$ cat src/rtl/alu_flags_pkg.sv
package alu_flags_pkg;

  typedef enum logic [1:0] {
    OP_ADD = 2'b00,
    OP_SUB = 2'b01,
    OP_MUL = 2'b10,
    OP_AND = 2'b11
  } alu_op_e;

  typedef struct packed {
    logic carry;
    logic borrow;
    logic ovf_add;
    logic ovf_sub;
    logic neg;
    logic zero;
  } alu_flags_t;

endpackage

$ cat src/rtl/alu_ripple_add.sv
module alu_ripple_add #(
  parameter int W = 8
) (
  input  logic [W-1:0] a,
  input  logic [W-1:0] b,
  input  logic         cin,
  output logic [W-1:0] sum,
  output logic         cout,
  output logic         c_into_msb
);

  logic [W:0] cy;

  assign cy[0] = cin;

  genvar i;
  generate
    for (i = 0; i < W; i++) begin : g_bit
      assign sum[i]  = a[i] ^ b[i] ^ cy[i];
      assign cy[i+1] = (a[i] & b[i]) | (cy[i] & (a[i] ^ b[i]));
    end
  endgenerate

  assign cout       = cy[W];
  assign c_into_msb = cy[W-1];

endmodule

$ cat src/rtl/alu_mul_lo.sv
module alu_mul_lo #(
  parameter int W = 8
) (
  input  logic [W-1:0] a,
  input  logic [W-1:0] b,
  output logic [W-1:0] prod_lo
);

  logic [W-1:0] acc [0:W];

  assign acc[0] = '0;

  genvar i;
  generate
    for (i = 0; i < W; i++) begin : g_pp
      logic [W-1:0] part;
      assign part     = b[i] ? (a << i) : '0;
      assign acc[i+1] = acc[i] + part;
    end
  endgenerate

  assign prod_lo = acc[W];

endmodule

$ cat src/rtl/alu_flag_gen.sv
module alu_flag_gen
  import alu_flags_pkg::*;
#(
  parameter int W = 8
) (
  input  logic [W-1:0] res,
  input  logic         add_cout,
  input  logic         add_cmsb,
  input  logic         sub_cout,
  input  logic         sub_cmsb,
  output alu_flags_t   flags
);

  always_comb begin
    flags.carry   = add_cout;
    flags.borrow  = ~add_cout;
    flags.ovf_add = add_cout ^ add_cmsb;
    flags.ovf_sub = sub_cout ^ sub_cmsb;
    flags.neg     = res[W-1];
    flags.zero    = ~|res;
  end

endmodule

$ cat src/rtl/alu_flags_core.sv
module alu_flags_core
  import alu_flags_pkg::*;
#(
  parameter int W = 8
) (
  input  logic         clk,
  input  logic         rst,
  input  logic [1:0]   op_sel,
  input  logic [W-1:0] opnd_a,
  input  logic [W-1:0] opnd_b,
  output logic [W-1:0] res_q,
  output logic         carry_q,
  output logic         borrow_q,
  output logic         ovf_add_q,
  output logic         ovf_sub_q,
  output logic         neg_q,
  output logic         zero_q
);

  logic [W-1:0] sum_w, diff_w, prod_w, and_w, res_d;
  logic         add_co, add_cm, sub_co, sub_cm;
  alu_op_e      op;
  alu_flags_t   flg_d, flg_q;

  assign op    = alu_op_e'(op_sel);
  assign and_w = opnd_a & opnd_b;

  alu_ripple_add #(.W(W)) u_add (
    .a(opnd_a), .b(opnd_b), .cin(1'b0),
    .sum(sum_w), .cout(add_co), .c_into_msb(add_cm)
  );

  alu_ripple_add #(.W(W)) u_sub (
    .a(opnd_a), .b(~opnd_b), .cin(1'b1),
    .sum(diff_w), .cout(sub_co), .c_into_msb(sub_cm)
  );

  alu_mul_lo #(.W(W)) u_mul (
    .a(opnd_a), .b(opnd_b), .prod_lo(prod_w)
  );

  always_comb begin
    unique case (op)
      OP_ADD:  res_d = sum_w;
      OP_SUB:  res_d = diff_w;
      OP_MUL:  res_d = prod_w;
      default: res_d = and_w;
    endcase
  end

  alu_flag_gen #(.W(W)) u_flags (
    .res(res_d),
    .add_cout(add_co), .add_cmsb(add_cm),
    .sub_cout(sub_co), .sub_cmsb(sub_cm),
    .flags(flg_d)
  );

  always_ff @(posedge clk) begin
    if (rst) begin
      res_q <= '0;
      flg_q <= '0;
    end else begin
      res_q <= res_d;
      flg_q <= flg_d;
    end
  end

  assign carry_q   = flg_q.carry;
  assign borrow_q  = flg_q.borrow;
  assign ovf_add_q = flg_q.ovf_add;
  assign ovf_sub_q = flg_q.ovf_sub;
  assign neg_q     = flg_q.neg;
  assign zero_q    = flg_q.zero;

endmodule

$ cat config.mk
export PLATFORM = sky130hd
export DESIGN_NAME = alu_flags_core
export DESIGN_NICKNAME = d
export VERILOG_FILES = /design/src/rtl/alu_flags_pkg.sv /design/src/rtl/alu_ripple_add.sv /design/src/rtl/alu_mul_lo.sv /design/src/rtl/alu_flag_gen.sv /design/src/rtl/alu_flags_core.sv
export SDC_FILE = /design/constraint.sdc
export NUM_CORES = 1
export LEC_CHECK = 0
export CAP_MARGIN = 0
export CORE_MARGIN = 1.5
export CORE_UTILIZATION = 53
export DETAILED_ROUTE_END_ITERATION = 8
export PLACE_DENSITY = 0.81
export SLEW_MARGIN = 5
export SYNTH_ARGS = -nofsm -noshare
export SYNTH_HDL_FRONTEND = slang
export SYNTH_SLANG_ARGS = --single-unit
$ cat constraint.sdc
create_clock -name clk -period 5.78 [get_ports clk]
set_input_delay 1.156 -clock clk [delete_from_list [all_inputs] [get_ports clk]]
set_output_delay 1.156 -clock clk [all_outputs]
set_load 0.01 [all_outputs]
## Yosys cells after proc, flatten, opt, wreduce, memory -nomap -nowiden

Index checks and enable logic that the tools add are counted.

| word-level totals | value |
|---|---|
| RAM bits | 0 |
| bits in latches | 0 |
| register bits | 14 |
| input port bits | 20 |
| ROM bits | 0 |
| memories | 0 |
| output and inout bits | 14 |

| operators by class | value |
|---|---|
| add/subtract/negate cells | 7 |
| muxes and demuxes | 9 |
| shift-type cells | 0 |
| divide/modulo/power cells | 0 |
| equal/unequal tests | 2 |
| magnitude comparators | 0 |
| reductions and logical operators | 3 |
| $mul | 0 |
| bitwise logic cells | 81 |

Operators with widths:

| kind | number |
|---|---|
| 8-bit 2-to-1 mux | 8 |
| 8-bit adder | 7 |
| 1-bit bitwise XOR | 32 |
| 1-bit bitwise AND | 30 |
| 8-bit case mux with 3 select lines | 1 |
| 1-bit bitwise OR | 15 |
| 8-bit bitwise AND | 1 |
| 8-bit NOT | 1 |
| 8-bit OR reduction | 1 |
| 2-bit by 1-bit == test with 1-bit output, second input constant | 1 |
| 2-bit == test, second input constant | 1 |
| 2-bit zero test | 1 |
| 1-bit NOT | 2 |
| 1-bit zero test | 1 |

## Longest topological paths before layout

| logic depth | value |
|---|---|
| depth after elaboration | 19 |
| depth in mapped cells | 16 |
| mapped depth without buffers | 16 |

## Hierarchy

Synthesis repeated with hierarchy kept, for this count alone.

| unflattened totals | value |
|---|---|
| cell total of the unflattened synthesis | 189 |
| area, all modules | 1875.5 um2 |

Modules (own cells, without submodules):

| module | area an instance (um2) | times used | seq. area each (um2) | cells each |
|---|---|---|---|---|
| alu_mul_lo | 769.5 | 1 | 0.0 | 88 |
| alu_flags_core | 655.6 | 1 | 280.3 | 57 |
| alu_ripple_add | 197.7 | 2 | 0.0 | 18 |
| alu_flag_gen | 55.1 | 1 | 0.0 | 8 |

## Worst setup path after synthesis

OpenSTA, ideal clock, no wires.

| timing | value |
|---|---|
| kind | input-to-reg |
| from | in opnd_b[4] |
| to | reg flg_q, in the netlist zero_q |
| library setup time | 0.116 ns |
| arrival | 5.038 ns |
| cell stages on the path | 16 |
| slack | 0.626 ns |
| cell sequence | inv_1 nor2_1 fa_1 fa_1 inv_1 fa_1 inv_1 ha_1 ha_1 inv_1 fa_1 xor2_1 xnor2_2 xnor3_1 mux4_2 and3_1 |

| on the way | value |
|---|---|
| cells in the longest elaborated chain, start to end | 12 |

RTL lines:

| element | line | RTL |
|---|---|---|
| start, declared | alu_flags_core.sv:10 | `input logic [W-1:0] opnd_b,` |
| parallel branches: the longest is 9 deep, another holds 8-bit adder | -- |  |
| 8-bit case mux with 3 select lines * | alu_flags_core.sv:43 | `unique case (op)` |
| 8-bit OR reduction * | alu_flag_gen.sv:20 | `flags.zero = ~\|res;` |
| 1-bit zero test * | alu_flag_gen.sv:20 |  |
| end signal, assigned | alu_flags_core.sv:64 | `flg_q <= flg_d;` |
| end, declared | alu_flags_core.sv:23 | `alu_flags_t flg_d, flg_q;` |

Every way passes the cells marked *.
A chain may end at the register's enable or synchronous reset.

## Final worst setup path

| timing | value |
|---|---|
| from | in opnd_a[3] |
| to | reg flg_q, in the netlist zero_q |

| on the way | value |
|---|---|
| cells in the longest elaborated chain, start to end | 13 |

RTL lines:

| element | line | RTL |
|---|---|---|
| start, declared | alu_flags_core.sv:9 | `input logic [W-1:0] opnd_a,` |
| parallel branches: the longest is 10 deep, another holds 8-bit adder | -- |  |
| 8-bit case mux with 3 select lines * | alu_flags_core.sv:43 |  |
| 8-bit OR reduction * | alu_flag_gen.sv:20 |  |
| 1-bit zero test * | alu_flag_gen.sv:20 |  |

Marks and branches as above.

==> flow_summary.ini <==
[run_status]
status = finished clean

[clock_tree]
cts-root-buf = clkbuf_4
cts_buffers = 3
clk_pin_slew_ns = 0.08
clockBufferDepth = 2
cts_tree = done
htreeDepth = 1
cts.sinks = 13

[logic_synthesis]
yosysWarnings = 0
ys_seq_area_share_pct = 14.4
syn_nets = 252
synth_edf_count = 0
synthTopCellsByArea = fa_1 (31%), dfxtp_1 (14%), ha_1 (13%), inv_1 (10%), mux4_2 (8.7%)
synth_top_cell_by_area = fa_1
synth_cell_types = 20
synth_common_cells = inv_1 (50), fa_1 (28), ha_1 (19)
yosysMostFrequentCell = inv_1
synth_ff_type = dfxtp_1
synth-seq-cells = 13
syn_area_per_cell_um2 = 9.75
synth_top_area_share_pct = 31.1
syn_inst = 185
async_flop_share_pct = 0
synthesis.area_um2 = 1800

[setup_path]
path_class = primary input to flop
crit_top_cell = fa_1
arrival_ns = 5.78
end_kind = flop
cp_slowest_cell = clkdlybuf4s50_1
cp.buffers_inverters = 4
worstPathCellList = clkdlybuf4s50_1 > ha_1 > fa_1 > inv_1 > fa_1 > inv_1 > fa_1 > ha_1 > inv_1 > fa_1 > xor2_2 > xnor2_2 > xnor3_1 > mux4_2 > and3_1
critPathRequiredTime_ns = 5.96
cp_slowest_stage_delay_ns = 0.55
crit_cells = 15
critPathTopFamily = adder cells
path_max_fanout = 5
start_kind = primary input

[cells_and_area]
ff_latch_area_um2 = 260
multi_input_area_um2 = 1340
nNetsFinal = 305
antenna_cells = 0
fill_cells = 231
final_core_util_pct = 74.4
area_growth_syn_to_layout_pct = 30.1
drive_gt1_share_pct = 13.5

[route]
route.detailed.drc = 0
drt_pass1_iterations = 4
wl_um = 4370
vias = 1401
vias_per_cell = 4.99
initialDrtViolationCount = 69
ant_nets = 0
post_drt_wl_per_cell_um = 15.6

[grt]
grt_max_degree = 14
grt_remaining_overflow = 0
grt_use_met2_pct = 48.6
antenna_found_initial = 0
grt_use_total_pct = 26.8
globalRouteMet1Util_pct = 33.1
grtUsageMet3_pct = 5.67
busiest_layer = met2
first_global_vias = 1575
grt_pass1_wl_um = 7050

[power_and_ir_drop]
vdd_drop_max_mv = 0.161
power_density_nw_per_um2 = 187
p_leak_nw = 1.15

[die]
die_h_um = 61.3
die_w_um = 61.3
ios = 34
core_area_um2 = 3150
die-area_um2 = 3760
initial_core_util_pct = 57.2
core.rowCount = 20

[timing]
max_clock_freq_mhz = 179
maxSlewViolCount = 0
rsz0062_at_grt = no
post-route-period-util_pct = 96.9
final_hold_viol_count = 0
layout_min_cycle_time_ns = 5.60
slew_headroom_pct = 69.5
worst_slew_pin_slew_ns = 0.456
setup_viol = 0
fin_tns_setup_ns = 0

[placed_design]
io_buffer_count = 33
hpwl_um = 3850
place.gp.congestion = 0.995

[hold_path]
holdPathStages = 2
hold_class = primary input to flop

[flow_run]
cap_violations = 0
[where the power goes]
part | switching [mW] | internal [mW] | total (mW)
Sequential | 0.00356 | 0.102 | 0.105
Clock | 0.0297 | 0.0268 | 0.0565
Combinational | 0.131 | 0.146 | 0.277
[kinds of logic (layout without fill, tap and decap cells)]
| kind of cell | Yosys count | in the layout | share of synthesized area, % |
|---|---|---|---|
| mux | 8 | 8 | 9.37 |
| fa+ha+maj | 47 | 47 | 44.3 |
| flops | 13 | 13 | 14.4 |
| xor+xnor | 15 | 15 | 8.47 |
| buf+inv | 54 | 106 | 11.5 |
| simple gates | 48 | 48 | 12.0 |
[path summary, 6_finish.rpt]
kind,from,slack [ns],endpoint
setup / recovery,opnd_a[3],0.18,zero_q
hold / removal,rst,1.72,carry_q
[flip-flops by register name, indices dropped and copies added, names as in the netlist]
name,flops
carry_q,1
borrow_q,1
ovf_add_q,1
res_q,8
ovf_sub_q,1
zero_q,1
[final cells by class]
| type | count | share of cell area (%) |
|---|---|---|
| Multi-Input combinational cell | 118 | 57.3 |
| Tap cell | 44 | 2.35 |
| Inverter | 50 | 8.00 |
| Clock buffer | 4 | 1.12 |
| Sequential cell | 13 | 11.1 |
| Timing Repair Buffer | 52 | 20.2 |
[repair_timing]
item / 4_1_cts / 5_1_grt
setup buffers: 0 / 0
hold buffers: 0 / 0
setup endpoints to repair: 0 / 1
resized for setup: 0 / 1
[placed cells by master (no fill, tap or decap), types with 3 or more instances in the layout]
| cell | Yosys | layout |
|---|---|---|
| fa_1 | 28 | 28 |
| nor2b_1 | 6 | 6 |
| inv_1 | 50 | 50 |
| clkdlybuf4s50_1 | 0 | 33 |
| clkbuf_4 | 0 | 3 |
| and2_1 | 4 | 4 |
| nor2_1 | 17 | 17 |
| buf_4 | 1 | 19 |
| ha_1 | 19 | 19 |
| xnor2_1 | 10 | 10 |
| dfxtp_1 | 13 | 13 |
| mux4_2 | 7 | 7 |
| nand2_1 | 17 | 17 |
[layer usage]
metal / up-vias / routed length (µm)
met5: - / 0
met4: 0 / 52
met3: 7 / 322
met2: 54 / 2290
met1: 696 / 1710
li1: 644 / -
[per-stage QoR]
stage          hold slack (ns)  setup slack, ns  power [mW]  cells  cell area [µm²]
2_1_floorplan             1.23            0.626       0.276    185             1800
3_3_place_gp              1.89          -0.0428       0.366    277             2310
3_5_place_dp              1.89           -0.125       0.383    277             2310
4_1_cts                   1.71            0.166       0.440    281             2340
5_1_grt                   1.75           0.0139       0.473    281             2350
6_report                  1.72            0.179       0.438    281             2350
Note: power is estimated with default switching activity, not from simulation.
